### src/rtl/dma_irq_ctrl.sv
module dma_irq_ctrl #(
  parameter int NSRC     = 8,
  parameter int CNT_W    = 3,
  parameter int CNT_LSB  = 13,
  parameter int DONE_IDX = 1,
  parameter int AW       = 3,
  parameter int DW       = 32
) (
  input  logic          clk,
  input  logic          rst_n,
  input  logic [NSRC-1:0] evt_i,
  input  logic          busy_i,
  input  logic          reg_we,
  input  logic [AW-1:0] reg_addr,
  input  logic [DW-1:0] reg_wdata,
  output logic [DW-1:0] reg_rdata,
  output logic          irq_o
);
  localparam logic [AW-1:0] A_ENG  = AW'(0);
  localparam logic [AW-1:0] A_STS  = AW'(1);
  localparam logic [AW-1:0] A_UNM  = AW'(2);
  localparam logic [AW-1:0] A_MSK  = AW'(3);
  localparam logic [AW-1:0] A_MASK = AW'(4);
  localparam int CNT_MSB = CNT_LSB + CNT_W - 1;

  logic [NSRC-1:0]  int_sts, int_mask;
  logic [CNT_W-1:0] done_cnt;

  wire wr_eng = reg_we && reg_addr == A_ENG;
  wire wr_sts = reg_we && reg_addr == A_STS;
  wire wr_unm = reg_we && reg_addr == A_UNM;
  wire wr_msk = reg_we && reg_addr == A_MSK;

  wire [NSRC-1:0]  wbits   = reg_wdata[NSRC-1:0];
  wire [CNT_W-1:0] cnt_clr = wr_eng ? reg_wdata[CNT_MSB:CNT_LSB] : '0;
  wire             cnt_inc = evt_i[DONE_IDX];
  wire             cnt_dec = wr_sts && wbits[DONE_IDX] && int_sts[DONE_IDX];

  wire unused_wdata = &{1'b0, reg_wdata};

  always_ff @(posedge clk or negedge rst_n) begin
    if (!rst_n) begin
      int_sts  <= '0;
      int_mask <= '1;
      done_cnt <= '0;
    end else begin
      int_sts  <= (int_sts & ~(wr_sts ? wbits : '0)) | evt_i;
      int_mask <= (int_mask & ~(wr_unm ? wbits : '0)) | (wr_msk ? wbits : '0);
      done_cnt <= (done_cnt & ~cnt_clr) + CNT_W'(cnt_inc) - CNT_W'(cnt_dec);
    end
  end

  assign irq_o = |(int_sts & ~int_mask);

  always_comb begin
    reg_rdata = '0;
    case (reg_addr)
      A_ENG: begin
        reg_rdata[CNT_MSB:CNT_LSB] = done_cnt;
        reg_rdata[0] = busy_i;
      end
      A_STS:  reg_rdata[NSRC-1:0] = int_sts;
      A_MASK: reg_rdata[NSRC-1:0] = int_mask;
      default: reg_rdata = '0;
    endcase
  end
endmodule


### config.mk
export PLATFORM = sky130hd
export DESIGN_NAME = dma_irq_ctrl
export DESIGN_NICKNAME = d
export VERILOG_FILES = /design/src/rtl/dma_irq_ctrl.sv
export SDC_FILE = /design/constraint.sdc
export NUM_CORES = 1
export LEC_CHECK = 0
export ABC_AREA = 1
export BUFFER_PORTS_ARGS = -buffer_cell sky130_fd_sc_hd__buf_2
export CAP_MARGIN = 20
export CORE_MARGIN = 1.5
export CORE_UTILIZATION = 40
export DETAILED_ROUTE_END_ITERATION = 8
export GPL_ROUTABILITY_DRIVEN = 0
export MAX_ROUTING_LAYER = met4
export PLACE_DENSITY = 0.82
export SYNTH_ARGS = -nofsm -noshare
export SYNTH_HDL_FRONTEND = slang
export SYNTH_SLANG_ARGS = --single-unit
export TNS_END_PERCENT = 10
### constraint.sdc
create_clock -name clk -period 2.1 [get_ports clk]
set_input_delay 0.105 -clock clk [delete_from_list [all_inputs] [get_ports clk]]
set_output_delay 0.105 -clock clk [all_outputs]
set_load 0.1 [all_outputs]
==> results of run 1 <==
## timing repair
| action | 4_1_cts | 5_1_grt |
|---|---|---|
| hold buffers | 6 | 1 |
| gates resized for setup | 0 | 0 |
| endpoints found under the hold margin | 16 | 1 |
| buffers inserted | 0 | 0 |
## power breakdown
part / internal, W / switching [W] / total (W)
clock: 0.0000739 / 0.000113 / 0.000187
combinational: 0.000135 / 0.000447 / 0.000583
sequential: 0.000460 / 0.0000450 / 0.000505
## cell families after synthesis
family / synth area share
other: 0.00299
DFF: 0.388
adders and majority gates: 0.0360
AOI/OAI and AO/OA: 0.161
and+or+nand+nor: 0.182
buffers and inverters: 0.231
## routing by layer
metal,vias to the layer above,track usage,part of all wire
li1,570,-,-
met1,494,0.186,0.45
met2,37,0.256,0.48
met3,4,0.0330,0.062
met4,0,0.0552,0.012
met5,-,-,0
## layout make-up
type	instances	share of cell area
inverter	32	0.0795
clock buffer	4	0.0174
tap	33	0.0273
timing repair buffer	48	0.189
multi-input combinational	108	0.366
sequential	19	0.321
## sequential cells by signal, indices dropped and copies added (netlist names)
register  flops
int_mask      8
done_cnt      3
int_sts       8
## through the flow
step	TNS [ns]	setup WS [ns]	util
6_report	0	0.176	0.503
5_1_grt	0	0.0409	0.503
4_1_cts	0	0.160	0.500
3_5_place_dp	0	0.0328	0.471
3_3_place_gp	0	0.0966	0.471
2_1_floorplan	-3.37	-0.664	-
## cell usage after synthesis
master,count
buf_4,21
conb_1,1
nand3_1,14
dfstp_2,8
nand3_2,1
nor3_1,1
o22ai_1,3
nor2_4,1
o21ai_0,23
ha_1,2
fa_1,1
o211ai_1,1
inv_1,31
o21ai_1,2
nand2_4,1
nand2_1,16
nor2_1,11
buf_6,1
nor2_2,2
dfrtp_1,11
inv_2,1
o21bai_1,6
nand2_2,1
a21oi_1,1
## worst max-delay path by stage
stage	endpoint	cells past startpoint	slack, ns	from
5_1_grt	done_cnt[2]	11	0.04	int_sts[1]
4_1_cts	done_cnt[2]	11	0.16	int_sts[1]
6_report	done_cnt[2]	11	0.18	int_sts[1]
3_5_place_dp	done_cnt[2]	16	0.03	reg_addr[0]
3_3_place_gp	done_cnt[2]	16	0.1	reg_addr[0]
2_1_floorplan	reg_rdata[5]	2	-0.66	int_mask[5]
==> key figures, run 1 <==
Clock network
  – Clock root buffer: clkbuf_4
  – Skew-Pair Late Insertion Delay: approximately 0.29 ns
  – Clock transition at path regs: 0.11 ns
  – CTS sink count: 19
  – H-tree depth: 1
  – CTS tree: yes
  – Clock buffer depth: 2
  – CTS Buf Count: 3

Setup path
  – Reg2reg path depth: 11
  – Crit. End Element: flip-flop
  – CP max stage cell: fa_1
  – Worst-path fanout max: 4
  – WP buf/inv: 4
  – Reg2reg setup slack: 0.18 ns
  – Crit-path cells: inv_1 -> nor3_1 -> ha_1 -> inv_1 -> ha_1 -> inv_1 -> fa_1 -> inv_1 -> nand3_1 -> nand3_1 -> nand2_1
  – Crit path DAT: 2.13 ns
  – Critical path launch point type: flip-flop
  – Max incr delay on CP: 0.41 ns
  – Cell mode on critical path: inv_1
  – Reg2reg start: int_sts[1]
  – WS Path Type: flip-flop to flip-flop
  – Critical path data required time: roughly 2.3 ns
  – Delay-heaviest family, CP: adder cells
  – End of the worst register-to-register path: done_cnt[2]

Layout
  – N_diodes: 0
  – FF/Latch Area: 485 um2
  – Commonest non-fill, non-tap cell in the layout: buf_2
  – Fraction of layout cells with a size suffix above 1: 0.280
  – Filler instances: between 300 and 400
  – Final Cell Area: roughly 1500 um2
  – Layout area overhead: 20.7%
  – Commonest cells after routing, fill and taps aside: buf_2 (37), inv_1 (31), o21ai_0 (22)
  – Final nets: 262
  – Footprint of the multi-input gates: roughly 550 um2
  – Final non-filler cell total: 244

Pwr
  – P_leak: 0.866 nW
  – Pwr Density: 843 nW/um2
  – Peak VDD IR: 0.264 mV
  – Design Power: 0.00127 W

Routing
  – Total Wirelength: 2510 um
  – Avg Vias per Cell: 4.53
  – Number of routed nets with antenna violations: 0
  – Initial DRC Count: 23
  – Residual DRC: 0
  – Vias after detailed routing: about 1,100
  – Wire per inst: 10.3 um
  – 1st-pass router iterations: 4

Floorplan
  – Die Wd: between 50 and 60 um
  – Initial Utilization: 0.417
  – FP Rows: 20
  – Die area: about 3500 um2
  – Core area: 3000 um2
  – Die span in y: 59.0 um
  – Io pins: 80

Outcome
  – Status: finished, final reports clean

Yosys
  – Ranking of synthesized cells by area: dfrtp_1 (22%), dfstp_2 (17%), buf_4 (13%), inv_1 (9.3%), o21ai_0 (9.2%)
  – Mean area per synthesized cell: 7.78 um2
  – Synth cell types: 24
  – Most area-hungry cell type in the Yosys netlist: dfrtp_1
  – Synth Register Bits: 19
  – Gate Count Post-Synth: around 160
  – Top cell type's share of synthesized area: 0.220
  – Synth warn: 0
  – Register area share after synthesis: 0.388
  – Synth Cell Area: 1250 um2

Global route
  – Antenna violations before repair: 0
  – Largest net degree at the start of global routing: 20
  – First-pass GRT wire length: 3970 um
  – Gr usage total: 0.155
  – Gr ovfl total: 0
  – Vias in the first global route: 947

Placement
  – DP HPWL: 1940 um
  – PortBufs: 37
  – Post-DP Area: 1420 um2
  – Placed cells: 233

Min path
  – Hold endpoint: int_sts[7]
  – Hold depth: 2
  – HP Start: evt_i[7]
  – Min-delay worst type: primary input to flip-flop

STA
  – Worst-case clock skew: 0.000131 ns
  – Final hold slack: 0.0134 ns
  – Hold violation total from the final report: 0
  – Final setup vio count: 0
  – Max Clk Rate: 0.520 GHz
  – RSZ-0062 raised after global routing: no
  – Pins Over Slew Limit: 0
  – Tmin final: 1.92 ns
  – Period Utilization, post-route: 0.916

Flow run
  – Max Cap Viol: 0
No activity file was read; power rests on OpenSTA's default activity.
==> run 2: changes to the inputs <==
- CORE_MARGIN: 1.5 -> 2
==> run 2 against run 1 <==
  * Wire length increased by 3.3%
  * Combinational power barely moved
  * Via count up 1.0%
  * Critical endpoint unchanged
==> key figures, run 2 (synthesis gave the netlist of run 1 again) <==
Pwr
  – Peak VDD IR: 0.270 mV (+2.0%)
  – P_leak: 0.875 nW (+1.1%)
  – Design Power: 0.00128 W (about the same)
  – Pwr Density: 835 nW/um2 (-0.99%)

Layout
  – Fraction of layout cells with a size suffix above 1: 0.288 (+0.00811)
  – Final nets: 263 (+0.38%)
  – Commonest non-fill, non-tap cell in the layout: buf_2
  – Largest regs: int_mask x8, int_sts x8, done_cnt x3
  – Layout area overhead: 22.0%
  – N_diodes: 0 (unchanged)
  – Commonest cells after routing, fill and taps aside: buf_2 (37), inv_1 (31), o21ai_0 (22)

Min path
  – Min-delay worst type: primary input to flip-flop
  – HP Start: evt_i[1]
  – Hold endpoint: int_sts[1]
  – Hold depth: 2 (unchanged)

Routing
  – Wire per inst: 10.6 um (+2.9%)
  – Avg Vias per Cell: 4.56 (+0.58%)
  – Residual DRC: 0 (unchanged)
  – 1st-pass router iterations: 4 (unchanged)
  – Number of routed nets with antenna violations: 0 (unchanged)
  – Total Wirelength: 2590 um (+3.3%)
  – Initial DRC Count: 27 (+17%)
  – Vias after detailed routing: 1,116 (+1.0%)

STA
  – Hold violation total from the final report: 0 (unchanged)
  – RSZ-0062 raised after global routing: no
  – Max Clk Rate: 0.528 GHz (+1.6%)
  – Final hold slack: 0.0304 ns (+0.0169 ns)
  – Pins Over Slew Limit: 0 (unchanged)
  – Period Utilization, post-route: 0.902 (-0.0143)
  – Tmin final: 1.89 ns (-0.0300 ns)
  – Final setup vio count: 0 (unchanged)
  – Setup TNS: 0 ns (unchanged)
  – Worst-case clock skew: 0.000156 ns (+0.0000248 ns)

Placement
  – DP HPWL: 2000 um (+3.3%)
  – PortBufs: 37 (unchanged)

Setup path
  – Cell mode on critical path: inv_1
  – WS Path Type: flip-flop to flip-flop
  – Critical path data required time: 2.29 ns (about the same)
  – Reg2reg setup slack: 0.21 ns (+0.03 ns)
  – Worst-path fanout max: 4 (unchanged)
  – CP max stage cell: fa_1
  – Max incr delay on CP: 0.40 ns (about the same)
  – Crit path DAT: 2.09 ns (-0.04 ns)
  – Crit-path cells: inv_1 -> nor3_2 -> ha_1 -> inv_1 -> ha_1 -> inv_1 -> fa_1 -> inv_1 -> nand3_1 -> nand3_1 -> nand2_1
  – Critical path launch point type: flip-flop
  – Crit. End Element: flip-flop
  – Reg2reg path depth: 11 (unchanged)
  – Reg2reg start: int_sts[1]
  – End of the worst register-to-register path: done_cnt[2]

Floorplan
  – Core area: 3000 um2 (unchanged)
  – FP Rows: 20 (unchanged)
  – Die area: 3590 um2 (+3.4%)
  – Die Wd: 60.0 um (+1.7%)
  – Die span in y: 60.0 um (+1.7%)
  – Initial Utilization: 0.417 (unchanged)
  – Io pins: 80 (unchanged)

Global route
  – Vias in the first global route: 1,014 (+7.1%)
  – Antenna violations before repair: 0 (unchanged)
  – Gr ovfl total: 0 (unchanged)
  – First-pass GRT wire length: 4440 um (+12%)
  – Largest net degree at the start of global routing: 20 (unchanged)
  – Gr usage total: 0.169 (+0.0147)

Clock network
  – Clock root buffer: clkbuf_4
  – Post-CTS Setup Bufs: 0 (unchanged)
  – Skew-Pair Late Insertion Delay: 0.29 ns (about the same)
  – Clock transition at path regs: 0.11 ns (about the same)
  – CTS tree: yes
  – CTS Buf Count: 3 (unchanged)
  – CTS sink count: 19 (unchanged)
  – Clock buffer depth: 2 (unchanged)
  – H-tree depth: 1 (unchanged)

Flow run
  – Max Cap Viol: 0 (unchanged)

Outcome
  – Status: finished, final reports clean
run 2: cell count changes in the layout (fill, tap and decap cells not counted), sizes merged:
cell,delta
clkbuf,-1
clkinv,+1
dlygate4sd3,+1
run 2: area by class of cell:
class	count	area, um2
clock buffers	3	22.5
flip-flops and latches	19	485
well taps	33	41.3
fillers	293	1480
repair buffers	49	295
multi-input cells	108	558
inverters	32	120
clock inverters	1	5.00
run 2: how the worst max path moves through the flow:
| stage | depth (start not counted) | slack (ns) | end | startpoint |
|---|---|---|---|---|
| finish | 11 | 0.21 | done_cnt[2] | int_sts[1] |
| global route | 11 | 0.07 | done_cnt[2] | int_sts[1] |
| CTS | 11 | 0.15 | done_cnt[2] | int_sts[1] |
| detailed placement | 16 | 0.02 | done_cnt[2] | reg_addr[0] |
| global placement | 16 | 0.1 | done_cnt[2] | reg_addr[0] |
| floorplan | 2 | -0.66 | reg_rdata[5] | int_mask[5] |
run 2: routing by layer:
metal | track usage | vias to the layer above | part of all wire
met2 | 0.278 | 45 | 0.49
met3 | 0.0303 | 2 | 0.066
met5 | - | - | 0
met1 | 0.214 | 501 | 0.44
met4 | 0.0476 | 0 | 0.0066
li1 | - | 568 | -
run 2: metrics by stage:
stage	instances	cell area, um2	setup slack, ns	utilization
floorplan	181	1330	-0.664	-
global placement	233	1420	0.0985	0.471
detailed placement	233	1420	0.0229	0.471
CTS	244	1510	0.154	0.504
global route	245	1530	0.0704	0.509
finish	245	1530	0.206	0.509
run 2: report_power, final:
| group | switching, W | internal [W] | total, W |
|---|---|---|---|
| combinational | 0.000450 | 0.000137 | 0.000586 |
| sequential | 0.0000460 | 0.000460 | 0.000506 |
| clock | 0.000113 | 0.0000708 | 0.000183 |
| total | 0.000608 | 0.000667 | 0.00128 |
run 2: timing repair:
item / CTS / global route
setup endpoints to repair: 0 / 1
gates resized for setup: 0 / 1
hold buffers: 7 / 1
hold endpoints to repair: 17 / 1
run 2: critical path: cells and delay by family, from the launching register on:
kind | cells | cell delay [ns]
adder cells (fa/ha/maj) | 3 | 0.79
AND/OR/NAND/NOR | 4 | 0.40
flip-flops | 1 | 0.34
buffers and inverters | 4 | 0.27
==> run 3: changes to the inputs <==
- CAP_MARGIN: 20 -> default
- PLACE_DENSITY: 0.82 -> default
- PLACE_DENSITY_LB_ADDON: default -> 0.05
- RECOVER_POWER: default -> 100
==> run 3 against run 2 <==
  * Cell count unchanged
  * First-iteration DRC count down 3.7%
  * Power increased by 0.18%
  * Clock skew barely moved
  * Count of clock-buffer cells in the layout rose by 1
  * Worst hold slack gained 0.0029 ns
  * Die area unchanged
  * Highest routed layer unchanged
==> key figures, run 3 (synthesis gave the netlist of run 1 again) <==
Floorplan
  – FP Rows: 20 (unchanged)
  – Core area: 3000 um2 (unchanged)
  – Die span in y: 60.0 um (unchanged)
  – Die area: 3590 um2 (unchanged)
  – Io pins: 80 (unchanged)
  – Initial Utilization: 0.417 (unchanged)
  – Die Wd: 60.0 um (unchanged)

Min path
  – HP Start: evt_i[1]
  – Min-delay worst type: primary input to flip-flop
  – Hold depth: 2 (unchanged)
  – Hold endpoint: int_sts[1]

Routing
  – 1st-pass router iterations: 4 (unchanged)
  – Initial DRC Count: 26 (-3.7%)
  – Vias after detailed routing: 1,139 (+2.1%)
  – Number of routed nets with antenna violations: 0 (unchanged)
  – Wire per inst: 11.2 um (+6.0%)
  – Total Wirelength: 2750 um (+6.0%)
  – Avg Vias per Cell: 4.65 (+2.1%)
  – Residual DRC: 0 (unchanged)

Layout
  – N_diodes: 0 (unchanged)
  – Final core occ: 0.504 (-0.00458)
  – Commonest cells after routing, fill and taps aside: inv_1 (32), o21ai_0 (24), buf_2 (23)
  – Largest regs: int_mask x8, int_sts x8, done_cnt x3
  – Fraction of layout cells with a size suffix above 1: 0.255 (-0.0330)
  – Final nets: 263 (unchanged)
  – Final non-filler cell total: 245 (unchanged)
  – Layout area overhead: 20.9%
  – Commonest non-fill, non-tap cell in the layout: inv_1

STA
  – Tmin final: 1.88 ns (-0.0157 ns)
  – Slew at the pin closest to its max-slew limit: 1.05 ns
  – Final setup vio count: 0 (unchanged)
  – Period Utilization, post-route: 0.894 (-0.00748)
  – Hold violation total from the final report: 0 (unchanged)
  – Max_slew headroom: 0.298
  – Max Clk Rate: 0.532 GHz (+0.84%)
  – Setup ws final: 0.222 ns (+0.0157 ns)
  – RSZ-0062 raised after global routing: no
  – Pins Over Slew Limit: 0 (unchanged)
  – Worst-case clock skew: 0.000173 ns (+0.0000169 ns)

Pwr
  – Peak VDD IR: 0.422 mV (+56%)
  – Gate power share: 0.457 (-0.003)
  – P_leak: 0.856 nW (-2.1%)
  – Power share of the clock group: 0.148 (+0.004)
  – NetSw: 0.000612 W (+0.54%)
  – Sw Share: 0.479 (+0.00172)
  – Cell internal pwr: 0.000666 W (-0.15%)
  – Pwr Density: 844 nW/um2 (+1.1%)
  – Sequential share of power: 0.394 (-0.003)

Setup path
  – Critical path launch point type: flip-flop
  – Critical path data required time: 2.30 ns (about the same)
  – Reg2reg setup slack: 0.22 ns (+0.02 ns)
  – WS Path Type: flip-flop to flip-flop
  – End of the worst register-to-register path: done_cnt[2]
  – Reg2reg path depth: 11 (unchanged)
  – Crit. End Element: flip-flop
  – Crit path DAT: 2.08 ns (about the same)
  – Worst-path fanout max: 4 (unchanged)
  – Reg2reg start: int_sts[1]

Global route
  – Gr usage total: 0.171 (+0.00176)
  – Vias in the first global route: 1,063 (+4.8%)
  – First-pass GRT wire length: 4430 um (-0.16%)
  – Gr ovfl total: 0 (unchanged)
  – Antenna violations before repair: 0 (unchanged)
  – Largest net degree at the start of global routing: 20 (unchanged)

Clock network
  – CTS Buf Count: 3 (unchanged)
  – CTS sink count: 19 (unchanged)
  – H-tree depth: 1 (unchanged)
  – Clock buffer depth: 2 (unchanged)
  – Post-CTS Setup Bufs: 0 (unchanged)
  – Clock root buffer: clkbuf_4
  – Clock transition at path regs: 0.10 ns (about the same)
  – Skew-Pair Late Insertion Delay: 0.29 ns (about the same)
  – CTS tree: yes

Placement
  – Placed cells: 233 (unchanged)
  – Place WS: 0.0266 ns (+0.00371 ns)
  – PortBufs: 37 (unchanged)
  – DP HPWL: 2150 um (+7.3%)

Outcome
  – Status: finished, final reports clean

Flow run
  – Max Cap Viol: 0 (unchanged)
-- run 3: timing repair --
item                       CTS  global route
hold endpoints to repair    18             0
hold buffers                 8             0
resized for setup            0             1
setup endpoints to repair    0             1
-- run 3: area by class of cell --
type	count	area (um2)
timing repair buffer	49	285
sequential	19	485
inverter	32	120
clock buffer	4	26.3
fill	325	1490
tap	33	41.3
multi-input combinational	108	556
-- run 3: stage by stage --
step / hold WS [ns] / power (W) / setup TNS [ns] / instance area [um2]
after global placement: 0.0776 / 0.00107 / 0 / 1420
after CTS: 0.0212 / 0.00130 / 0 / 1520
final: 0.0333 / 0.00128 / 0 / 1510
after floorplan: -0.191 / 0.00102 / -3.37 / 1330
after detailed placement: 0.0771 / 0.00109 / 0 / 1420
after global routing: 0.0391 / 0.00138 / 0 / 1510
-- run 3: power groups by stage --
stage | clock network [W] | logic, W | registers (W)
2_1_floorplan | 0 | 0.000523 | 0.000498
3_3_place_gp | 0 | 0.000563 | 0.000506
3_5_place_dp | 0 | 0.000582 | 0.000512
4_1_cts | 0.000200 | 0.000594 | 0.000504
5_1_grt | 0.000217 | 0.000647 | 0.000515
6_report | 0.000190 | 0.000585 | 0.000504
-- run 3: per-layer routing --
| metal | global-route usage | routed length [um] | vias to the layer above |
|---|---|---|---|
| li1 | - | - | 574 |
| met1 | 0.208 | 1210 | 514 |
| met2 | 0.273 | 1330 | 43 |
| met3 | 0.0303 | 142 | 8 |
| met4 | 0.0825 | 61 | 0 |
| met5 | - | 0 | - |
-- run 3: worst max-delay path, cell delays in order, from the launching register on --
cell and delay [ns]:
dfrtp_1 0.34, inv_1 0.07, nor3_2 0.18, ha_1 0.24
inv_1 0.06, ha_1 0.13, inv_1 0.05, fa_1 0.41
inv_1 0.09, nand3_1 0.08, nand3_1 0.09, nand2_1 0.05
-- run 3: how the worst max path moves through the flow --
stage / from / end / cells past startpoint
after floorplan: int_mask[5] / reg_rdata[5] / 2
after global placement: reg_addr[0] / done_cnt[2] / 16
after detailed placement: reg_addr[0] / done_cnt[2] / 16
after CTS: int_sts[1] / done_cnt[2] / 11
after global routing: int_sts[1] / done_cnt[2] / 11
final: int_sts[1] / done_cnt[2] / 11
